===== config.mk =====
export PLATFORM = sky130hd
export DESIGN_NAME = bitplane_pixel_fetcher
export DESIGN_NICKNAME = d
export VERILOG_FILES = /design/src/rtl/rbf_pkg.sv /design/src/rtl/rbf_raster_timing.sv /design/src/rtl/rbf_fetch_addr.sv /design/src/rtl/rbf_mask_latch.sv /design/src/rtl/rbf_pixel_shifter.sv /design/src/rtl/bitplane_pixel_fetcher.sv
export SDC_FILE = /design/constraint.sdc
export NUM_CORES = 1
export LEC_CHECK = 0
export ABC_AREA = 1
export CORE_MARGIN = 5
export CORE_UTILIZATION = 45
export CTS_CLUSTER_DIAMETER = 60
export DETAILED_ROUTE_END_ITERATION = 8
export PLACE_DENSITY = 0.77
export SLEW_MARGIN = 40
export SYNTH_ARGS = -nofsm -noshare
export SYNTH_HDL_FRONTEND = slang
export SYNTH_SLANG_ARGS = --single-unit

===== constraint.sdc =====
create_clock -name clk -period 1.4 [get_ports clk]
set_input_delay 0.14 -clock clk [delete_from_list [all_inputs] [get_ports clk]]
set_output_delay 0.14 -clock clk [all_outputs]
set_load 0.1 [all_outputs]

===== src/rtl/rbf_pkg.sv =====
package rbf_pkg;
  localparam int unsigned NUM_PLANES = 6;
  localparam int unsigned HALF_PLANES = NUM_PLANES / 2;
  localparam int unsigned PIX_PER_BYTE = 8;
  localparam int unsigned GRP_BITS = $clog2(PIX_PER_BYTE);

  typedef logic [HALF_PLANES-1:0] half_idx_t;

  function automatic half_idx_t pick_colour(input half_idx_t fg, input half_idx_t bg);
    return (fg != '0) ? fg : bg;
  endfunction
endpackage


===== src/rtl/rbf_raster_timing.sv =====
module rbf_raster_timing #(
  parameter int unsigned ACT_W = 192,
  parameter int unsigned ACT_H = 184,
  parameter int unsigned BRD_X = 32,
  parameter int unsigned BRD_Y = 20,
  parameter int unsigned XW = 8,
  parameter int unsigned YW = 8
) (
  input  logic          clk,
  input  logic          rst,
  output logic [XW-1:0] hc,
  output logic [YW-1:0] vc,
  output logic          act,
  output logic          grp_start,
  output logic          frame_start
);
  import rbf_pkg::*;

  localparam int unsigned H_TOT = ACT_W + 2 * BRD_X;
  localparam int unsigned V_TOT = ACT_H + 2 * BRD_Y;
  localparam logic [XW-1:0] H_LAST = XW'(H_TOT - 1);
  localparam logic [YW-1:0] V_LAST = YW'(V_TOT - 1);
  localparam logic [XW-1:0] X_LO = XW'(BRD_X);
  localparam logic [XW-1:0] X_HI = XW'(BRD_X + ACT_W);
  localparam logic [YW-1:0] Y_LO = YW'(BRD_Y);
  localparam logic [YW-1:0] Y_HI = YW'(BRD_Y + ACT_H);

  logic [XW-1:0] hrel;

  always_ff @(posedge clk) begin
    if (rst) begin
      hc <= '0;
      vc <= '0;
    end else if (hc == H_LAST) begin
      hc <= '0;
      vc <= (vc == V_LAST) ? '0 : vc + 1'b1;
    end else begin
      hc <= hc + 1'b1;
    end
  end

  always_comb begin
    act         = (hc >= X_LO) && (hc < X_HI) && (vc >= Y_LO) && (vc < Y_HI);
    hrel        = hc - X_LO;
    grp_start   = act && (hrel[GRP_BITS-1:0] == '0);
    frame_start = (hc == '0) && (vc == '0);
  end

  // the line counter wraps to zero after its last position
  assert_hcount_wrap_R2: assert property (@(posedge clk) disable iff (rst)
    (hc == H_LAST) |=> (hc == '0));
  // the frame wraps back to line zero
  assert_vcount_wrap_R2: assert property (@(posedge clk) disable iff (rst)
    (hc == H_LAST && vc == V_LAST) |=> (vc == '0));
endmodule


===== src/rtl/rbf_fetch_addr.sv =====
module rbf_fetch_addr #(
  parameter int unsigned ADDR_W = 16,
  parameter logic [ADDR_W-1:0] START_OFS = 16'h02C0,
  parameter logic [ADDR_W-1:0] PLANE_STRIDE = 16'h2000,
  parameter logic [ADDR_W-1:0] BG_OFS = 16'h6000
) (
  input  logic                                  clk,
  input  logic                                  rst,
  input  logic                                  frame_start,
  input  logic                                  grp_start,
  output logic                                  rd_en,
  output logic [rbf_pkg::NUM_PLANES-1:0][ADDR_W-1:0] addr_q
);
  import rbf_pkg::*;

  logic [ADDR_W-1:0] ptr;
  logic [ADDR_W-1:0] last_base;
  logic              seen_fetch;

  function automatic logic [ADDR_W-1:0] plane_ofs(input int unsigned k);
    if (k < HALF_PLANES) return ADDR_W'(k) * PLANE_STRIDE;
    return BG_OFS + ADDR_W'(k - HALF_PLANES) * PLANE_STRIDE;
  endfunction

  always_ff @(posedge clk) begin
    if (rst) begin
      ptr   <= START_OFS;
      rd_en <= 1'b0;
    end else begin
      rd_en <= grp_start;
      if (frame_start) ptr <= START_OFS;
      else if (grp_start) ptr <= ptr + 1'b1;
    end
  end

  always_ff @(posedge clk) begin
    if (grp_start) begin
      for (int unsigned k = 0; k < NUM_PLANES; k++) begin
        addr_q[k] <= ptr + plane_ofs(k);
      end
    end
  end

  // checker state: previous plane-0 address that was issued
  always_ff @(posedge clk) begin
    if (rst) begin
      last_base  <= '0;
      seen_fetch <= 1'b0;
    end else if (rd_en) begin
      last_base  <= addr_q[0];
      seen_fetch <= 1'b1;
    end
  end

  // a read request lasts exactly one cycle
  assert_fetch_pulse_R4: assert property (@(posedge clk) disable iff (rst)
    rd_en |=> !rd_en);
  // each fetch is either a frame restart or the next byte
  assert_fetch_step_R4: assert property (@(posedge clk) disable iff (rst)
    (rd_en && seen_fetch) |-> (addr_q[0] == START_OFS || addr_q[0] == last_base + 1'b1));
endmodule


===== src/rtl/rbf_mask_latch.sv =====
module rbf_mask_latch #(
  parameter int unsigned MW = 6,
  parameter logic [MW-1:0] MASK_RST = '1
) (
  input  logic          clk,
  input  logic          rst,
  input  logic          wr,
  input  logic [MW-1:0] wdata,
  input  logic          frame_start,
  output logic [MW-1:0] frame_mask
);
  logic [MW-1:0] pending;

  always_ff @(posedge clk) begin
    if (rst) begin
      pending    <= MASK_RST;
      frame_mask <= MASK_RST;
    end else begin
      if (wr) pending <= wdata;
      if (frame_start) frame_mask <= pending;
    end
  end

  // the mask in use moves only at a frame boundary
  assert_mask_frame_hold_R9: assert property (@(posedge clk) disable iff (rst)
    !$stable(frame_mask) |-> $past(frame_start));
endmodule


===== src/rtl/rbf_pixel_shifter.sv =====
module rbf_pixel_shifter #(
  parameter int unsigned IDX_W = 5,
  parameter int unsigned BORDER_IDX = 16
) (
  input  logic                                         clk,
  input  logic                                         rst,
  input  logic                                         in_valid,
  input  logic                                         in_act,
  input  logic                                         in_load,
  input  logic [rbf_pkg::NUM_PLANES-1:0]               mask,
  input  logic [rbf_pkg::NUM_PLANES*rbf_pkg::PIX_PER_BYTE-1:0] rd_data,
  output logic [IDX_W-1:0]                             pix_idx
);
  import rbf_pkg::*;

  logic [NUM_PLANES-1:0][PIX_PER_BYTE-1:0] sh;
  logic [NUM_PLANES-1:0]                   cur_bit;
  half_idx_t                               fg_idx;
  half_idx_t                               bg_idx;

  for (genvar k = 0; k < NUM_PLANES; k++) begin : g_plane
    logic [PIX_PER_BYTE-1:0] fresh;
    assign fresh      = rd_data[k*PIX_PER_BYTE +: PIX_PER_BYTE];
    assign cur_bit[k] = (in_load ? fresh[0] : sh[k][0]) & mask[k];

    always_ff @(posedge clk) begin
      if (rst) begin
        sh[k] <= '0;
      end else if (in_valid && in_load) begin
        sh[k] <= fresh >> 1;
      end else if (in_valid && in_act) begin
        sh[k] <= sh[k] >> 1;
      end
    end
  end

  assign fg_idx = cur_bit[HALF_PLANES-1:0];
  assign bg_idx = cur_bit[NUM_PLANES-1:HALF_PLANES];

  always_ff @(posedge clk) begin
    if (rst) pix_idx <= '0;
    else if (in_valid) begin
      pix_idx <= in_act ? IDX_W'(pick_colour(fg_idx, bg_idx)) : IDX_W'(BORDER_IDX);
    end
  end

  // bytes are only consumed at window group starts
  assert_load_in_window_R4: assert property (@(posedge clk) disable iff (rst)
    in_load |-> in_act);
endmodule


===== src/rtl/bitplane_pixel_fetcher.sv =====
module bitplane_pixel_fetcher #(
  parameter int unsigned ACT_W = 192,
  parameter int unsigned ACT_H = 184,
  parameter int unsigned BRD_X = 32,
  parameter int unsigned BRD_Y = 20,
  parameter int unsigned ADDR_W = 16,
  parameter logic [ADDR_W-1:0] START_OFS = 16'h02C0,
  parameter logic [ADDR_W-1:0] PLANE_STRIDE = 16'h2000,
  parameter logic [ADDR_W-1:0] BG_OFS = 16'h6000,
  parameter int unsigned IDX_W = 5,
  parameter int unsigned BORDER_IDX = 16,
  parameter logic [5:0] MASK_RST = 6'h3F,
  localparam int unsigned H_TOT = ACT_W + 2 * BRD_X,
  localparam int unsigned V_TOT = ACT_H + 2 * BRD_Y,
  localparam int unsigned XW = $clog2(H_TOT),
  localparam int unsigned YW = $clog2(V_TOT)
) (
  input  logic                 clk,
  input  logic                 rst,
  input  logic                 mask_we,
  input  logic [5:0]           mask_wdata,
  output logic                 rd_en,
  output logic [6*ADDR_W-1:0]  rd_addr,
  input  logic [6*8-1:0]       rd_data,
  output logic                 pix_valid,
  output logic [XW-1:0]        pix_x,
  output logic [YW-1:0]        pix_y,
  output logic [IDX_W-1:0]     pix_idx
);
  import rbf_pkg::*;

  localparam logic [XW-1:0] X_LO = XW'(BRD_X);
  localparam logic [XW-1:0] X_HI = XW'(BRD_X + ACT_W);
  localparam logic [YW-1:0] Y_LO = YW'(BRD_Y);
  localparam logic [YW-1:0] Y_HI = YW'(BRD_Y + ACT_H);
  localparam logic [XW-1:0] H_LAST = XW'(H_TOT - 1);

  logic [XW-1:0] hc;
  logic [YW-1:0] vc;
  logic          act, grp_start, frame_start;
  logic [NUM_PLANES-1:0] frame_mask;
  logic [NUM_PLANES-1:0][ADDR_W-1:0] addr_q;

  // pipeline: stage 1 aligns with the address register, stage 2 with read data
  logic          s1_v, s1_act, s1_load;
  logic [XW-1:0] s1_x;
  logic [YW-1:0] s1_y;
  logic          s2_v, s2_act, s2_load;
  logic [XW-1:0] s2_x;
  logic [YW-1:0] s2_y;

  rbf_raster_timing #(
    .ACT_W(ACT_W), .ACT_H(ACT_H), .BRD_X(BRD_X), .BRD_Y(BRD_Y), .XW(XW), .YW(YW)
  ) u_timing (
    .clk(clk), .rst(rst), .hc(hc), .vc(vc), .act(act),
    .grp_start(grp_start), .frame_start(frame_start)
  );

  rbf_mask_latch #(.MW(NUM_PLANES), .MASK_RST(MASK_RST)) u_mask (
    .clk(clk), .rst(rst), .wr(mask_we), .wdata(mask_wdata),
    .frame_start(frame_start), .frame_mask(frame_mask)
  );

  rbf_fetch_addr #(
    .ADDR_W(ADDR_W), .START_OFS(START_OFS), .PLANE_STRIDE(PLANE_STRIDE), .BG_OFS(BG_OFS)
  ) u_fetch (
    .clk(clk), .rst(rst), .frame_start(frame_start), .grp_start(grp_start),
    .rd_en(rd_en), .addr_q(addr_q)
  );

  assign rd_addr = addr_q;

  always_ff @(posedge clk) begin
    if (rst) begin
      s1_v <= 1'b0; s1_act <= 1'b0; s1_load <= 1'b0; s1_x <= '0; s1_y <= '0;
      s2_v <= 1'b0; s2_act <= 1'b0; s2_load <= 1'b0; s2_x <= '0; s2_y <= '0;
      pix_valid <= 1'b0; pix_x <= '0; pix_y <= '0;
    end else begin
      s1_v <= 1'b1;  s1_act <= act;    s1_load <= grp_start; s1_x <= hc;   s1_y <= vc;
      s2_v <= s1_v;  s2_act <= s1_act; s2_load <= s1_load;   s2_x <= s1_x; s2_y <= s1_y;
      pix_valid <= s2_v; pix_x <= s2_x; pix_y <= s2_y;
    end
  end

  rbf_pixel_shifter #(.IDX_W(IDX_W), .BORDER_IDX(BORDER_IDX)) u_shift (
    .clk(clk), .rst(rst), .in_valid(s2_v), .in_act(s2_act), .in_load(s2_load),
    .mask(frame_mask), .rd_data(rd_data), .pix_idx(pix_idx)
  );

  // nothing is produced or requested while held in reset
  assert_reset_quiet_R1: assert property (@(posedge clk)
    rst |=> (!pix_valid && !rd_en));
  // border positions carry the fixed index
  assert_border_index_R3: assert property (@(posedge clk) disable iff (rst)
    (pix_valid && (pix_x < X_LO || pix_x >= X_HI || pix_y < Y_LO || pix_y >= Y_HI))
      |-> (pix_idx == IDX_W'(BORDER_IDX)));
  // window pixels stay within the 3-bit colour range
  assert_window_range_R8: assert property (@(posedge clk) disable iff (rst)
    (pix_valid && pix_x >= X_LO && pix_x < X_HI && pix_y >= Y_LO && pix_y < Y_HI)
      |-> (pix_idx < IDX_W'(8)));
  // consecutive pixels along a line step x by one
  assert_raster_step_R2: assert property (@(posedge clk) disable iff (rst)
    (pix_valid && pix_x != H_LAST) |=> (pix_valid && pix_x == $past(pix_x) + 1'b1 && pix_y == $past(pix_y)));
endmodule


=== Word-level counts from Yosys, hierarchy flattened ===
Cells that the tools add are included.

* Memories: 0
* Bits in writable memories: 0
* Register bits: 242
* ROM bits: 0
* Output and inout bits: 119
* Word-level logic and storage cells: 92
* Latch bits: 0

* Multipliers: 0
* Shift-type cells: 0
* $add $sub $neg: 10
* Reductions and logical operators: 14
* Eq/ne operators: 2
* $lt $le $gt $ge: 4
* Multiplexer cells: 25
* Bitwise logic cells: 6
* Divide/modulo/power cells: 0

{| class="wikitable"
|+ Operator list
! operator !! count
|-
| $mux W7 || 12
|-
| $add A16 B16 Y16 || 3
|-
| $mux W16 || 3
|-
| $add A16 B16 Y16 const B || 2
|-
| $add A16 B1 Y16 const B || 1
|-
| $add A16 B15 Y16 const B || 1
|-
| $add A8 B1 Y8 const B || 2
|-
| $eq A8 B8 Y1 const B || 2
|-
| $logic_not A8 Y1 || 2
|-
| $lt A8 B8 Y1 const B || 2
|-
| $ge A8 B5 Y1 const B || 1
|-
| $ge A8 B6 Y1 const B || 1
|-
| $mux W8 || 1
|-
| $logic_and A1 B1 Y1 || 7
|-
| $mux W1 || 7
|-
| $and A1 B1 Y1 || 6
|-
| $mux W5 || 1
|-
| $reduce_or A2 Y1 || 2
|-
| $logic_not A3 Y1 || 1
|-
| $mux W3 || 1
|-
| $reduce_bool A3 Y1 || 1
|-
| $sub A3 B1 Y3 const B || 1
|-
| $reduce_bool A2 Y1 || 1
|}

=== Depth between registers and ports, before layout ===
* Depth in word-level cells: 7
* Mapped depth: 12
* Mapped depth without buffers: 11

=== Hierarchy ===
A second synthesis with hierarchy kept.

* Cell total of the unflattened synthesis: 905
* Area, all modules: 7,245.7 um^2

{| class="wikitable"
|+ Modules (own cells, without submodules)
! module !! area an instance (um^2) !! seq. area each (um^2) !! times used !! cells each
|-
| rbf_fetch_addr || 2,183.3 || 1,091.0 || 1 || 226
|-
| rbf_pixel_shifter || 2,143.3 || 920.9 || 1 || 314
|-
| bitplane_pixel_fetcher || 1,577.8 || 1,101.1 || 1 || 170
|-
| rbf_raster_timing || 934.6 || 320.3 || 1 || 143
|-
| rbf_mask_latch || 406.6 || 240.2 || 1 || 52
|}

=== Worst setup path before layout ===
No wires, ideal clock.

* Path type: register -> output
* Start: register, netlist name u_fetch.addr_q[80]
* End: output port rd_addr[16]
* Arrival time: 1,414 ps
* Data required time: 1,260 ps
* Stages on the path, launching flop included: 2
* Setup slack: -154 ps
* Cells stage by stage: edfxtp_1 > buf_4

{| class="wikitable"
|+ RTL lines
! element !! RTL line !! RTL
|-
| end: declaration || bitplane_pixel_fetcher.sv:23 || <nowiki>output logic [6*ADDR_W-1:0] rd_addr,</nowiki>
|}

=== Worst setup path after layout ===
* Start: register u_timing.hc[1]
* End: register u_fetch.addr_q[90] (netlist bit) (enable)

* Word-level cells in the longest chain between the ends: 5
* Elaborated cells between the ends (all ways): 8

{| class="wikitable"
|+ Ends and longest elaborated chain
! element !! RTL line !! RTL
|-
| start: declaration || rbf_raster_timing.sv:11 || <nowiki>output logic [XW-1:0] hc,</nowiki>
|-
| start signal: assignment || rbf_raster_timing.sv:38 || <nowiki>hc <= hc + 1'b1;</nowiki>
|-
| $ge A8 B6 Y1 or $lt A8 B8 Y1 (tied branches) || rbf_raster_timing.sv:43 || <nowiki>act = (hc >= X_LO) && (hc < X_HI) && (vc >= Y_LO) && (vc < Y_HI);</nowiki>
|-
| $logic_and A1 B1 Y1 (3 in series) || rbf_raster_timing.sv:43 ||
|-
| $logic_and A1 B1 Y1 (*) || rbf_raster_timing.sv:45 || <nowiki>grp_start = act && (hrel[GRP_BITS-1:0] == '0);</nowiki>
|-
| end signal: indexed assignment || rbf_fetch_addr.sv:39 || <nowiki>addr_q[k] <= ptr + plane_ofs(k);</nowiki>
|-
| end: declaration || rbf_fetch_addr.sv:12 || <nowiki>output logic [rbf_pkg::NUM_PLANES-1:0][ADDR_W-1:0] addr_q</nowiki>
|}

Mark *: on every way between the ends. The rest lies on a longest branch, timed or not.
A chain may end at the register's enable or synchronous reset.

==> results.toml <==
[finish]
layout-drive-gt1-share = 0.3117
area_growth_pct = 58.79
largest_register_ffs = 42
nets = 1116
largest-register = "u_shift.sh"
nFillCells = 1015
num_antenna_cells = 0
reg.largest.list = "u_shift.sh: 42 flops, u_fetch.addr_q: 25 flops, u_fetch.ptr: 16 flops"
design_area_um2 = 11370

[drt]
drc = 0
drt_iter0_drc = 652
via_count = 6160
routed_wirelength_um = 18770
via_per_inst = 4.809
drtAntennaViolNets = 0
wl_per_cell_um = 14.65
dr.pass1.iters = 5

[clocking]
cts_buffer_depth = 2
htree_levels = 4
insertion_delay_ns = 0.42
cts_root_buf = "clkbuf_16"
cts_tree = "built"
cts_hold_buf = 0
cts_sinks = 170
clkTransAtPathRegs_ns = 0.06
cts_made_buffers = 17

[worst_setup_path]
crit_slowest_cell = "dfxtp_4"
end_kind = "flip-flop"
r2r_cells = 8
cp_data_arrival_time_ns = 1.60
r2r_end = "u_fetch.addr_q[90]"
ff2ff_setup_slack_ns = -0.07
worst_setup_path_start_kind = "flip-flop"
reg2reg_from = "u_timing.hc[1]"
critical-path-top-delay-family = "buffers and inverters"
critical_path_class = "flip-flop to flip-flop"
critPathBufInv = 5
cp_max_fo = 15
cpPeakStageDelay_ns = 0.37
worstPathRequired_ns = 1.54
cp_cell_sequence = "inv_4, ha_4, inv_2, nor2_4, inv_2, nor2_4, buf_12, buf_12"

[timing]
tightestPinTransition_ns = 0.5397
fmax_ghz = 0.6808
finalHoldViolCount = 0
fin_tns_setup_ns = -1.903
rsz0062_at_grt = "yes"
slew_viol_final = 0
fin_skew_ns = 0.008709
finalCriticalPeriod_ns = 1.469
setup_viol = 45
holdWs_ns = 0.2372
final.setup.worst_slack_ns = -0.06887
post-route-period-util = 1.049
timing.slew.headroom = 0.6380

[pwr]
power_density_nw_per_um2 = 884.2
vdd_drop_max_mv = 0.6684
p_total_mw = 10.06
p_leak_nw = 4.658

[grt]
grt_overflow_total = 0
antenna_found_initial = 0
grt_first_pass_wirelength_um = 27320
grt_pass1_vias = 5753
track_usage = 0.1848
grt_max_degree = 95

[logic_synthesis]
ys_seq_area_frac = 0.5101
yosys_register_bits = 170
synth_ff_type = "dfxtp_1"
synth_commonest_cells = "nand2_1 (215), dfxtp_1 (145), nor2_1 (94)"
synthArstFlopShare = 0
syn_avg_cell_area_um2 = 8.111
synth_warnings = 0
yosysTopAreaCell = "dfxtp_1"
syn-num-nets = 947
yosys.cell_count.top_type = "nand2_1"
synth_top_area_frac = 0.4053
ys_types = 40
yosys-top-cells-area = "dfxtp_1 (41%), nand2_1 (11%), edfxtp_1 (10%)"
netlist_instances = 883
netlist_area_um2 = 7162
synth_edf_count = 25

[floorplanning]
start_util = 0.4541
rows = 46
die-width_um = 136.2
coreArea_um2 = 15770
die-height_um = 136.2
ios = 176
die_area_um2 = 18540

[run]
drv_cap = 0

[min_path]
min_from = "rst"
min_path_type = "primary input to flip-flop"
holdPathEnd = "u_fetch.rd_en"
holdPathStages = 3

[placed_design]
place_congestion = 0.8417
placed_area_um2 = 10130
io_buffers = 174
dp.final_hpwl_um = 11930

[outcome]
violations = "setup timing"
status = "finished with violations"
-- cell families after synthesis --
kind of cell	synth area share
simple gates	0.2287
buf+inv	0.1499
flops	0.5101
compound gates	0.07897
xor+xnor	0.01957
fa+ha+maj	0.01223
other cells	0.0005236
-- through the flow --
stage,util,worst slack (ns),cells
2_1_floorplan,-,-0.1544,883
3_3_place_gp,0.6423,-0.02398,1225
3_5_place_dp,0.6423,-0.08532,1225
4_1_cts,0.6983,-0.02950,1273
5_1_grt,0.7211,-0.1575,1281
6_report,0.7211,-0.06887,1281
-- timing repair --
action / in CTS / in global routing
gates resized for setup: 18 / 79
endpoints found under the setup margin: 138 / 66
buffers inserted: 15 / 4
pin swaps: 3 / 11
cloned: 1 / 4
-- worst max path at each step --
| stage | from | end | slack, ns | cells after the start |
|---|---|---|---|---|
| detailed placement | u_timing.vc[7] | u_fetch.ptr[12] | -0.09 | 8 |
| global placement | u_timing.vc[7] | u_fetch.ptr[14] | -0.02 | 8 |
| global route | u_timing.hc[0] | u_timing.vc[7] | -0.16 | 9 |
| floorplan | u_fetch.addr_q[81] | rd_addr[17] | -0.15 | 1 |
| CTS | u_timing.vc[7] | u_fetch.ptr[14] | -0.03 | 8 |
| finish | u_timing.hc[1] | u_fetch.addr_q[90] | -0.07 | 8 |
-- tightest hold or removal path: cells and delay by family --
family                 cells  cell delay, ns
buffers and inverters      2            0.36
and+or+nand+nor            1            0.13
-- final cells by class --
class                   count  area, µm²  area share
well taps                 216      270.3     0.02376
multi-input cells         517       2685      0.2361
clock inverters            10      81.33    0.007151
inverters                  93      369.1     0.03246
clock buffers              22      475.5     0.04181
repair inverters            1      8.758   0.0007702
repair buffers            252       3800      0.3341
flip-flops and latches    170       3682      0.3238
-- placed cells by master (no fill, tap or decap), types with 2 or more instances in the layout --
master and instances:
dfxtp_4 2, o21ai_1 7, buf_6 7, nand3_1 49, clkbuf_1 3, ha_2 2
nor3b_1 2, xor2_1 10, xnor2_1 6, ha_4 3, buf_12 136, a21oi_1 39
clkbuf_16 20, ha_1 2, inv_1 78, nor2_2 7, nor3_1 3, clkinvlp_4 5
a21oi_2 13, nor2_1 82, o21ai_0 30, edfxtp_1 25, nand3_2 8, dfxtp_1 126
a31oi_1 8, inv_4 3, nand4_1 4, nand2_4 3, buf_4 51, nand2_2 22
inv_6 7, nor2_4 10, clkdlybuf4s50_1 55, inv_2 7, dfxtp_2 17, nand2_1 196
clkinv_1 3
-- power breakdown --
group          switching, mW  internal, mW
combinational          0.309         0.286
sequential            0.0451          4.99
clock                   1.97          2.45
-- routing by layer --
| layer | up-vias | global-route usage | part of all wire |
|---|---|---|---|
| met5 | - | 0 | 0 |
| met4 | 0 | 0.06383 | 0.020 |
| met3 | 30 | 0.05292 | 0.063 |
| met2 | 190 | 0.3294 | 0.53 |
| met1 | 2891 | 0.2114 | 0.39 |
| li1 | 3049 | - | - |
Note: power is estimated with default switching activity, not from simulation.
